===== config.mk =====
export PLATFORM = sky130hd
export DESIGN_NAME = cmp_timer16
export DESIGN_NICKNAME = d
export VERILOG_FILES = /design/src/rtl/cmp_timer16_pkg.sv /design/src/rtl/cmp_timer16_regs.sv /design/src/rtl/cmp_timer16_match.sv /design/src/rtl/cmp_timer16_core.sv /design/src/rtl/cmp_timer16.sv
export SDC_FILE = /design/constraint.sdc
export NUM_CORES = 1
export LEC_CHECK = 0
export ABC_AREA = 1
export BUFFER_PORTS_ARGS = -buffer_cell sky130_fd_sc_hd__buf_2
export CAP_MARGIN = 20
export CELL_PAD_IN_SITES_DETAIL_PLACEMENT = 2
export CELL_PAD_IN_SITES_GLOBAL_PLACEMENT = 2
export CORE_MARGIN = 2
export CORE_UTILIZATION = 30
export CTS_BUF_LIST = sky130_fd_sc_hd__clkbuf_16
export CTS_CLUSTER_SIZE = 16
export DETAILED_ROUTE_END_ITERATION = 8
export PLACE_DENSITY = 0.78
export SYNTH_ARGS = -nofsm -noshare
export SYNTH_HDL_FRONTEND = slang
export SYNTH_SLANG_ARGS = --single-unit

===== constraint.sdc =====
create_clock -name clk -period 3.8 [get_ports clk]
set_clock_uncertainty 0.1 [all_clocks]
set_input_delay 0.38 -clock clk [delete_from_list [all_inputs] [get_ports clk]]
set_output_delay 0.38 -clock clk [all_outputs]
set_load 0.01 [all_outputs]

===== src/rtl/cmp_timer16_pkg.sv =====
package cmp_timer16_pkg;

   localparam int unsigned BUS_W   = 16;
   localparam int unsigned BYTE_W  = 8;

   localparam logic [7:0] OFS_CTL_LO = 8'h84;
   localparam logic [7:0] OFS_CTL_HI = 8'h85;
   localparam logic [7:0] OFS_COUNT  = 8'hA4;
   localparam logic [7:0] OFS_MODE_A = 8'hB4;
   localparam logic [7:0] OFS_MODE_B = 8'hB5;
   localparam logic [7:0] OFS_CMP_A  = 8'hC4;
   localparam logic [7:0] OFS_CMP_B  = 8'hD4;

   localparam int unsigned RUN_BIT  = 7;
   localparam int unsigned LOAD_BIT = 6;

   localparam logic [7:0] LO_RSV_MASK = 8'h2C;
   localparam logic [7:0] HI_RSV_MASK = 8'h07;

   typedef enum logic [2:0] {
      SEL_NONE,
      SEL_CTL_LO,
      SEL_CTL_HI,
      SEL_COUNT,
      SEL_MODE_A,
      SEL_MODE_B,
      SEL_CMP_A,
      SEL_CMP_B
   } reg_sel_e;

   function automatic reg_sel_e decode_ofs(input logic [7:0] ofs);
      reg_sel_e s;
      case (ofs)
         OFS_CTL_LO: s = SEL_CTL_LO;
         OFS_CTL_HI: s = SEL_CTL_HI;
         OFS_COUNT:  s = SEL_COUNT;
         OFS_MODE_A: s = SEL_MODE_A;
         OFS_MODE_B: s = SEL_MODE_B;
         OFS_CMP_A:  s = SEL_CMP_A;
         OFS_CMP_B:  s = SEL_CMP_B;
         default:    s = SEL_NONE;
      endcase
      return s;
   endfunction

endpackage


===== src/rtl/cmp_timer16_regs.sv =====
module cmp_timer16_regs
   import cmp_timer16_pkg::*;
#(
   parameter int unsigned CNT_W  = 16,
   parameter int unsigned ADDR_W = 8
) (
   input  logic              clk,
   input  logic              rst_n,
   input  logic              acc_en,
   input  logic              acc_wr,
   input  logic              acc_two,
   input  logic [ADDR_W-1:0] acc_addr,
   input  logic [BUS_W-1:0]  acc_wdata,
   input  logic [CNT_W-1:0]  count_q,
   output logic              run_o,
   output logic              restart_o,
   output logic [CNT_W-1:0]  cmp_a_q,
   output logic [CNT_W-1:0]  cmp_b_q,
   output logic [BUS_W-1:0]  rdata_q,
   output logic              err_q
);

   logic [BYTE_W-1:0] ctl_lo_q, ctl_hi_q, mode_a_q, mode_b_q;
   logic [BYTE_W-1:0] ctl_lo_n, ctl_hi_n, mode_a_n, mode_b_n;
   logic [CNT_W-1:0]  cmp_a_n, cmp_b_n;
   logic [BUS_W-1:0]  rd_c;
   logic              bad_c, restart_c;
   logic              addr_hi_zero;
   reg_sel_e          sel;

   assign addr_hi_zero = ((acc_addr >> BYTE_W) == '0);
   assign sel          = addr_hi_zero ? decode_ofs(acc_addr[BYTE_W-1:0]) : SEL_NONE;

   always_comb begin
      ctl_lo_n  = ctl_lo_q;
      ctl_hi_n  = ctl_hi_q;
      mode_a_n  = mode_a_q;
      mode_b_n  = mode_b_q;
      cmp_a_n   = cmp_a_q;
      cmp_b_n   = cmp_b_q;
      rd_c      = '0;
      bad_c     = 1'b0;
      restart_c = 1'b0;
      if (acc_en) begin
         case (sel)
            SEL_CTL_LO: begin
               if (acc_wr) begin
                  if (acc_two) begin
                     ctl_lo_n  = acc_wdata[2*BYTE_W-1:BYTE_W];
                     ctl_hi_n  = acc_wdata[BYTE_W-1:0];
                     restart_c = 1'b1;
                  end else begin
                     ctl_lo_n = acc_wdata[BYTE_W-1:0];
                  end
               end else begin
                  rd_c = acc_two ? {ctl_lo_q, ctl_hi_q} : BUS_W'(ctl_lo_q);
               end
            end
            SEL_CTL_HI: begin
               if (acc_two)     bad_c = 1'b1;
               else if (acc_wr) begin
                  ctl_hi_n  = acc_wdata[BYTE_W-1:0];
                  restart_c = 1'b1;
               end
               else             rd_c = BUS_W'(ctl_hi_q);
            end
            SEL_COUNT: begin
               if (acc_wr) bad_c = 1'b1;
               else        rd_c  = acc_two ? BUS_W'(count_q) : BUS_W'(count_q[BYTE_W-1:0]);
            end
            SEL_MODE_A: begin
               if (acc_two)     bad_c    = 1'b1;
               else if (acc_wr) mode_a_n = acc_wdata[BYTE_W-1:0];
               else             rd_c     = BUS_W'(mode_a_q);
            end
            SEL_MODE_B: begin
               if (acc_two)     bad_c    = 1'b1;
               else if (acc_wr) mode_b_n = acc_wdata[BYTE_W-1:0];
               else             rd_c     = BUS_W'(mode_b_q);
            end
            SEL_CMP_A: begin
               if (acc_wr) cmp_a_n = acc_two ? acc_wdata[CNT_W-1:0] : CNT_W'(acc_wdata[BYTE_W-1:0]);
               else        rd_c    = acc_two ? BUS_W'(cmp_a_q) : BUS_W'(cmp_a_q[BYTE_W-1:0]);
            end
            SEL_CMP_B: begin
               if (acc_wr) cmp_b_n = acc_two ? acc_wdata[CNT_W-1:0] : CNT_W'(acc_wdata[BYTE_W-1:0]);
               else        rd_c    = acc_two ? BUS_W'(cmp_b_q) : BUS_W'(cmp_b_q[BYTE_W-1:0]);
            end
            default: bad_c = 1'b1;
         endcase
         if ((ctl_lo_n & LO_RSV_MASK) != '0)              bad_c = 1'b1;
         if ((ctl_hi_n & HI_RSV_MASK) != '0)              bad_c = 1'b1;
         if (ctl_hi_n[RUN_BIT] && ctl_hi_n[LOAD_BIT])      bad_c = 1'b1;
      end
   end

   always_ff @(posedge clk or negedge rst_n) begin
      if (!rst_n) begin
         ctl_lo_q <= '0;
         ctl_hi_q <= '0;
         mode_a_q <= '0;
         mode_b_q <= '0;
         cmp_a_q  <= '0;
         cmp_b_q  <= '0;
         rdata_q  <= '0;
         err_q    <= 1'b0;
      end else begin
         if (acc_en && !bad_c) begin
            ctl_lo_q <= ctl_lo_n;
            ctl_hi_q <= ctl_hi_n;
            mode_a_q <= mode_a_n;
            mode_b_q <= mode_b_n;
            cmp_a_q  <= cmp_a_n;
            cmp_b_q  <= cmp_b_n;
         end
         rdata_q <= bad_c ? '0 : rd_c;
         err_q   <= bad_c;
      end
   end

   assign run_o     = ctl_hi_q[RUN_BIT];
   assign restart_o = restart_c && !bad_c;

endmodule


===== src/rtl/cmp_timer16_match.sv =====
module cmp_timer16_match #(
   parameter int unsigned CNT_W       = 16,
   parameter bit          PERIOD_KIND = 1'b0
) (
   input  logic             clk,
   input  logic             rst_n,
   input  logic             adv,
   input  logic             arm,
   input  logic [CNT_W:0]   nxt,
   input  logic [CNT_W-1:0] cmp,
   output logic             hit,
   output logic             pulse_q
);

   generate
      if (PERIOD_KIND) begin : g_period
         assign hit = adv && arm && (nxt >= {1'b0, cmp});
      end else begin : g_equal
         assign hit = adv && arm && (cmp != '0) && (nxt == {1'b0, cmp});
      end
   endgenerate

   always_ff @(posedge clk or negedge rst_n) begin
      if (!rst_n) pulse_q <= 1'b0;
      else        pulse_q <= hit;
   end

endmodule


===== src/rtl/cmp_timer16_core.sv =====
module cmp_timer16_core #(
   parameter int unsigned CNT_W = 16
) (
   input  logic             clk,
   input  logic             rst_n,
   input  logic             tick,
   input  logic             run,
   input  logic             restart,
   input  logic [CNT_W-1:0] cmp_a,
   input  logic [CNT_W-1:0] cmp_b,
   output logic [CNT_W-1:0] count_q,
   output logic             period_q,
   output logic             match_b_q
);

   localparam int unsigned NXT_W  = CNT_W + 1;
   localparam int unsigned NUM_CH = 2;

   logic [NXT_W-1:0]  nxt;
   logic              adv;
   logic [NUM_CH-1:0] hit, pulse_q, arm;
   logic [CNT_W-1:0]  cmp_val [NUM_CH];

   assign nxt        = NXT_W'(count_q) + NXT_W'(1);
   assign adv        = run && !restart && tick && (cmp_a != '0);
   assign cmp_val[0] = cmp_a;
   assign cmp_val[1] = cmp_b;
   assign arm[0]     = 1'b1;
   assign arm[1]     = (cmp_b < cmp_a);

   generate
      for (genvar c = 0; c < NUM_CH; c++) begin : g_ch
         cmp_timer16_match #(
            .CNT_W       (CNT_W),
            .PERIOD_KIND (c == 0)
         ) u_match (
            .clk     (clk),
            .rst_n   (rst_n),
            .adv     (adv),
            .arm     (arm[c]),
            .nxt     (nxt),
            .cmp     (cmp_val[c]),
            .hit     (hit[c]),
            .pulse_q (pulse_q[c])
         );
      end
   endgenerate

   always_ff @(posedge clk or negedge rst_n) begin
      if (!rst_n)                count_q <= '0;
      else if (restart || !run)  count_q <= '0;
      else if (adv)              count_q <= hit[0] ? '0 : nxt[CNT_W-1:0];
   end

   assign period_q  = pulse_q[0];
   assign match_b_q = pulse_q[1];

endmodule


===== src/rtl/cmp_timer16.sv =====
module cmp_timer16
   import cmp_timer16_pkg::*;
#(
   parameter int unsigned CNT_W  = 16,
   parameter int unsigned ADDR_W = 8
) (
   input  logic              clk,
   input  logic              rst_n,
   input  logic              tick,
   input  logic              acc_en,
   input  logic              acc_wr,
   input  logic              acc_two,
   input  logic [ADDR_W-1:0] acc_addr,
   input  logic [15:0]       acc_wdata,
   output logic [15:0]       acc_rdata,
   output logic              acc_err,
   output logic              period_pulse,
   output logic              cmpa_pulse,
   output logic              cmpb_pulse
);

   generate
      if (CNT_W <= BYTE_W || CNT_W > BUS_W) begin : g_bad_cnt_w
         $error("cmp_timer16: CNT_W must lie in 9..16");
      end
      if (ADDR_W < BYTE_W) begin : g_bad_addr_w
         $error("cmp_timer16: ADDR_W must be at least 8");
      end
   endgenerate

   logic [CNT_W-1:0] count_w, cmp_a_w, cmp_b_w;
   logic             run_w, restart_w, period_w;

   cmp_timer16_regs #(
      .CNT_W  (CNT_W),
      .ADDR_W (ADDR_W)
   ) u_regs (
      .clk       (clk),
      .rst_n     (rst_n),
      .acc_en    (acc_en),
      .acc_wr    (acc_wr),
      .acc_two   (acc_two),
      .acc_addr  (acc_addr),
      .acc_wdata (acc_wdata),
      .count_q   (count_w),
      .run_o     (run_w),
      .restart_o (restart_w),
      .cmp_a_q   (cmp_a_w),
      .cmp_b_q   (cmp_b_w),
      .rdata_q   (acc_rdata),
      .err_q     (acc_err)
   );

   cmp_timer16_core #(
      .CNT_W (CNT_W)
   ) u_core (
      .clk       (clk),
      .rst_n     (rst_n),
      .tick      (tick),
      .run       (run_w),
      .restart   (restart_w),
      .cmp_a     (cmp_a_w),
      .cmp_b     (cmp_b_w),
      .count_q   (count_w),
      .period_q  (period_w),
      .match_b_q (cmpb_pulse)
   );

   assign period_pulse = period_w;
   assign cmpa_pulse   = period_w;

endmodule


; ---- After elaboration in Yosys (flattened, before gate mapping)
; Cells that the tools add are included.
[op_classes]
n_addsub = 1
magnitude_cmp = 2
n_eq_ne = 22
mux = 43
n_bitwise = 1
n_reduce_logical = 28
[op_table]
columns = cell, n
row1 = $mux W16, 17
row2 = $pmux W16 S7, 1
row3 = $mux W8, 12
row4 = $eq A8 B8 Y1 const B, 7
row5 = $reduce_bool A16 Y1, 2
row6 = $pmux W3 S7, 1
row7 = $add A16 B1 Y17 const B, 1
row8 = $eq A17 B16 Y1, 1
row9 = $ge A17 B16 Y1, 1
row10 = $lt A16 B16 Y1, 1
row11 = $pmux W8 S2, 1
row12 = $reduce_bool A8 Y1, 2
row13 = $eq A3 B3 Y1 const B, 4
row14 = $ne A3 B3 Y1 const B, 4
row15 = $reduce_and A4 Y1, 3
row16 = $logic_and A1 B1 Y1, 10
row17 = $reduce_and A5 Y1, 2
row18 = $mux W1, 9
row19 = $reduce_and A7 Y1, 1
row20 = $eq A3 B2 Y1 const B, 2
row21 = $reduce_or A3 Y1, 2
row22 = $ne A2 B1 Y1 const B, 2
row23 = $eq A3 B1 Y1 const B, 1
row24 = $logic_not A1 Y1, 3
row25 = other kinds (7), 7
[totals]
ff_bits = 99
input_bits = 30
out_inout_bits = 20
word_cells = 110

; ---- Longest topological paths before layout
[logic_depth]
ltp_word = 20
mapped_depth = 19
depth_no_buf = 18

; ---- Modules after synthesis
; Synthesis repeated with hierarchy kept, for this count alone.
[unflattened]
hier_cells = 1011
area_unflattened_um2 = 6857.8
[by_module_without_submodules]
columns = mod, n_inst, cells_per_inst, area_per_inst_um2, seq_area_each_um2
row1 = cmp_timer16_regs, 1, 586, 4393.0, 2026.9
row2 = cmp_timer16_core, 1, 246, 1525.2, 400.4
row3 = cmp_timer16_match at u_core.g_ch[0].u_match, 1, 86, 538.0, 25.0
row4 = cmp_timer16_match at u_core.g_ch[1].u_match, 1, 92, 394.1, 25.0
row5 = cmp_timer16, 1, 1, 7.5, 0.0

; ---- Worst setup path before layout
; Ideal clock, no wire load.
[synth_timing]
kind = register to register
startpoint = reg u_core.count_q[0]
endpoint = reg u_core.count_q[12]
setup_ps = 65
arrival_time_ps = 2723
required_ps = 3635
path_slack_ps = 912
path_stages_with_launch = 20
path_buffers = 1
period_less_slack_ps = 2888
cell_sequence = dfrtp_1 ha_1 nand2_1 nor2_2 nand3_1 nor2_1 nand2_1 nand2_1 inv_1 ha_1 a21oi_1 nor2_1 a211oi_1 nor2_1 nor2_1 nand3_1 nor2_2 buf_4 nand4_1 nand2_1
[synth_between]
elab_chain_len = 6
[synth_rtl]
columns = item, line
row1 = from (decl), cmp_timer16_core.sv:11  ; output logic [CNT_W-1:0] count_q,
row2 = from (signal assigned), cmp_timer16_core.sv:52  ; else if (adv) count_q <= hit[0] ? '0 : nxt[CNT_W-1:0];
row3 = $add A16 B1 Y17 *, cmp_timer16_core.sv:24  ; assign nxt = NXT_W'(count_q) + NXT_W'(1);
row4 = $ge A17 B16 Y1, cmp_timer16_match.sv:17  ; assign hit = adv && arm && (nxt >= {1'b0, cmp});
row5 = $logic_and A1 B1 Y1, cmp_timer16_match.sv:17
row6 = $mux W16 * (2 in series), cmp_timer16_core.sv:52
row7 = $mux W16 *, cmp_timer16_core.sv:51  ; else if (restart || !run) count_q <= '0;
; Every way passes the cells marked *; elsewhere a longest branch is shown, timed or not. The select of a mux whose other input is x is not followed.
; A chain may end at the register's enable or synchronous reset.

; ---- Final worst setup path
[layout_timing]
startpoint = reg u_core.count_q[0]
endpoint = reg u_core.count_q[10]
; The elaborated chain is that of the path after synthesis.

==> impl_metrics.csv <==
group,metric,value,unit
synthesis,synthMuxAreaShare,0.145,%
synthesis,ys_ff_latch,99,
sta,maxSlewHeadroom,34.2,%
cells_and_area,fillCellCount,2740,
synthesis,synthSimpleGateAreaFrac,31.0,%
synthesis,synth_edf_count,0,
route,vias_per_cell,5.33,
grt,antenna_found_initial,0,
die,die_area,24200,um^2
critical_path,worstPathCellList,"ha_1 > nand2_1 > nor2_2 > nand3_1 > nor2_1 > nand2_1 > nand2_1 > inv_1 > ha_1 > a21oi_1 > nor2_1 > a211oi_1 > nor2_1 > nor2_1 > nand3_1 > nor2_2 > buf_4 > nand4_1 > nand2_1",
sta,worstMarginPinSlew,987,ps
sta,fin_setup_tns,0,ps
synthesis,syn_nets,1018,
sta,hold_viol,0,
die,ios,50,
critical_path,cp-end-kind,"flop",
place,portBuffers,49,
clock_tree,cts_resized,0,
synthesis,async_flop_share,100,%
sta,finalSetupViolCount,0,
critical_path,path_class,"reg -> reg",
critical_path,crit_end,"u_core.count_q[10]",
power,peakVddDrop,0.180,mV
die,die_h,155,um
grt,grt_pass1_wl,42900,um
route,avgRoutedWirePerCell,21.0,um
critical_path,slowest_stage,"dfrtp_1",
route,wirelength,27000,um
critical_path,r2r-end,"u_core.count_q[10]",
cells_and_area,final_cell_area,7660,um^2
clock_tree,cts_buffers,9,
cells_and_area,final_common_cell,"nand2_1",
sta,drv_slew,0,
grt,grt_pass1_vias,7518,
grt,grt_usage,23.3,%
synthesis,synth_compound_area_share,14.7,%
place,placedCellCount,1269,
synthesis,syn-cell-area,6880,um^2
die,coreArea,22600,um^2
cells_and_area,drive_above_1_share,13.2,%
critical_path,cp_max_fo,8,
grt,overflow,0,
critical_path,reg2reg_depth,19,
die,start_util,30.5,%
clock_tree,cts_hold_buf,0,
critical_path,start_kind,"flop",
synthesis,synthesis.instances,956,
synthesis,synth_warnings,0,
synthesis,synth.avg_cell_area,7.20,um^2
synthesis,synth_fa_ha_area_share,5.82,%
clock_tree,cts.reportedPaths.clkPinSlew,80,ps
place,hpwl,21100,um
power,leakagePower,3.86,nW
cells_and_area,final_cell_mix,"265 x nand2_1, 150 x inv_1, 99 x dfrtp_1, 72 x nand3_1, 56 x o21ai_0",
synthesis,synth-main-ff-cell,"dfrtp_1",
sta,rsz0062_at_grt,"false",
cells_and_area,diodes,0,
clock_tree,cts_root_buffer,"clkbuf_16",
status,outcome,"completed",
clock_tree,clock_latency,370,ps
cells_and_area,layoutNonFillerInstCount,1285,
place,post_dp_cell_area,7380,um^2
clock_tree,cts_setup_buffers,0,
critical_path,r2r-start,"u_core.count_q[0]",
critical_path,r2r_setup_slack,360,ps
power,powerDensity,280,nW/um^2
critical_path,setup.worst_path.start,"u_core.count_q[0]",
route,ant_nets,0,
grt,grt_max_degree,73,
job,maxCapViolCount,0,
synthesis,ys_seq_area_share,36.0,%
synthesis,synth_top_family_by_area,"simple AND/OR/NAND/NOR gates",
synthesis,synth-xor-area-share,0.763,%
die,rows,55,
place,place.gp.congestion,0.883,
critical_path,worstPathRequired,4000,ps
critical_path,slowest_delay,490,ps
clock_tree,cts_tree,"yes",
critical_path,worstPathArrival,3640,ps
clock_tree,clock_sinks,99,
clock_tree,clk_path_buf_depth,2,
route,vias,6845,
sta,fin_crit,3440,ps
cells_and_area,syn2layout_area_growth,11.3,%
synthesis,synth_cell_types,47,
route,drt_iter0_drc,316,
die,die_w,155,um
min_path,min_path_type,"in -> async",
clock_tree,h-tree-depth,3,
sta,fmax,290,MHz
route,route.detailed.drc,0,
route,dr.pass1.iters,4,
cells_and_area,nets,1057,
sta,period_share,90.6,%
==> state kept, by name, summed over array words and instances, names as in the netlist <==
signal	count
u_regs.cmp_b_q	16
u_regs.cmp_a_q	16
u_regs.mode_a_q	8
u_regs.rdata_q	16
u_core.count_q	16
u_regs.err_q	1
u_regs.mode_b_q	8
u_core.g_ch.u_match.pulse_q	2
u_regs.ctl_lo_q	8
u_regs.ctl_hi_q	8
==> metrics by stage <==
stage	setup WS (ps)	util, %	hold slack, ps	power [W]
after CTS	394	33.9	128	0.00218
final	357	33.9	78.6	0.00215
after global placement	702	32.7	364	0.00124
after detailed placement	513	32.7	370	0.00124
after global routing	7.85	33.9	156	0.00223
after floorplan	912	-	-15.6	0.00116
==> power by group <==
group / internal [W] / switching [W]
registers: 0.00106 / 0.00000401
clock network: 0.000451 / 0.000477
logic: 0.0000373 / 0.000121
total: 0.00155 / 0.000602
==> logic make-up (layout without fill, tap and decap cells) <==
| kind of cell | Yosys count | after routing |
|---|---|---|
| DFF | 99 | 99 |
| xor gates and xnor gates | 6 | 6 |
| and+or+nand+nor | 468 | 468 |
| muxes | 1 | 1 |
| buffers and inverters | 189 | 233 |
| AOI/OAI and AO/OA | 161 | 161 |
| adders and majority gates | 32 | 32 |
==> critical path: cells and delay by family (launching register included) <==
kind	cells	cell delay, ps
DFF	1	490
and+or+nand+nor	13	1650
adders and majority gates	2	550
buffers and inverters	2	250
AOI/OAI and AO/OA	2	350
==> cell type report <==
class                   instances  area, um^2  area share, %
clock buffers                   9         225           2.94
multi-input cells             668        3610           47.2
repair buffers                 61         350           4.57
flip-flops and latches         99        2480           32.3
inverters                     156         586           7.64
well taps                     285         357           4.66
clock inverters                 7        51.3          0.670
==> synthesized netlist by cell type, types with 5 or more instances <==
| cell type | instances | area, um^2 |
|---|---|---|
| o211ai_1 | 8 | 60.1 |
| nor3_1 | 9 | 45.0 |
| nand3_1 | 72 | 360 |
| o21a_1 | 8 | 60.1 |
| o22ai_1 | 20 | 125 |
| nand2_1 | 265 | 995 |
| o21ai_1 | 13 | 65.1 |
| a211oi_1 | 8 | 60.1 |
| o21ai_2 | 16 | 140 |
| nor4_1 | 7 | 43.8 |
| clkbuf_1 | 9 | 33.8 |
| inv_1 | 149 | 559 |
| buf_2 | 11 | 55.1 |
| o21ai_0 | 56 | 280 |
| a221oi_1 | 6 | 52.6 |
| nand4_1 | 26 | 163 |
| a21oi_1 | 17 | 85.1 |
| inv_2 | 6 | 22.5 |
| nor2_2 | 6 | 37.5 |
| ha_1 | 32 | 400 |
| nor2_1 | 54 | 203 |
| buf_6 | 7 | 78.8 |
| nand2_2 | 7 | 43.8 |
| dfrtp_1 | 99 | 2480 |
| xor2_1 | 5 | 43.8 |
==> worst min-delay path by stage <==
stage	cells after the start	slack, ps	to	start
after floorplan	0	-20	u_core.count_q[0]	rst_n
after global placement	2	360	u_regs.ctl_hi_q[4]	u_regs.ctl_hi_q[4]
after detailed placement	2	370	u_regs.mode_b_q[3]	u_regs.mode_b_q[3]
after CTS	1	130	u_core.count_q[6]	rst_n
after global routing	1	160	u_core.count_q[7]	rst_n
final	1	80	u_core.count_q[6]	rst_n
==> metal layers <==
metal | GRT usage (%) | part of all wire [%]
met1 | 30.2 | 46
met2 | 38.7 | 47
met3 | 4.26 | 3.2
met4 | 8.48 | 3.4
met5 | 0 | 0
Power figures use the tool's default switching activity.
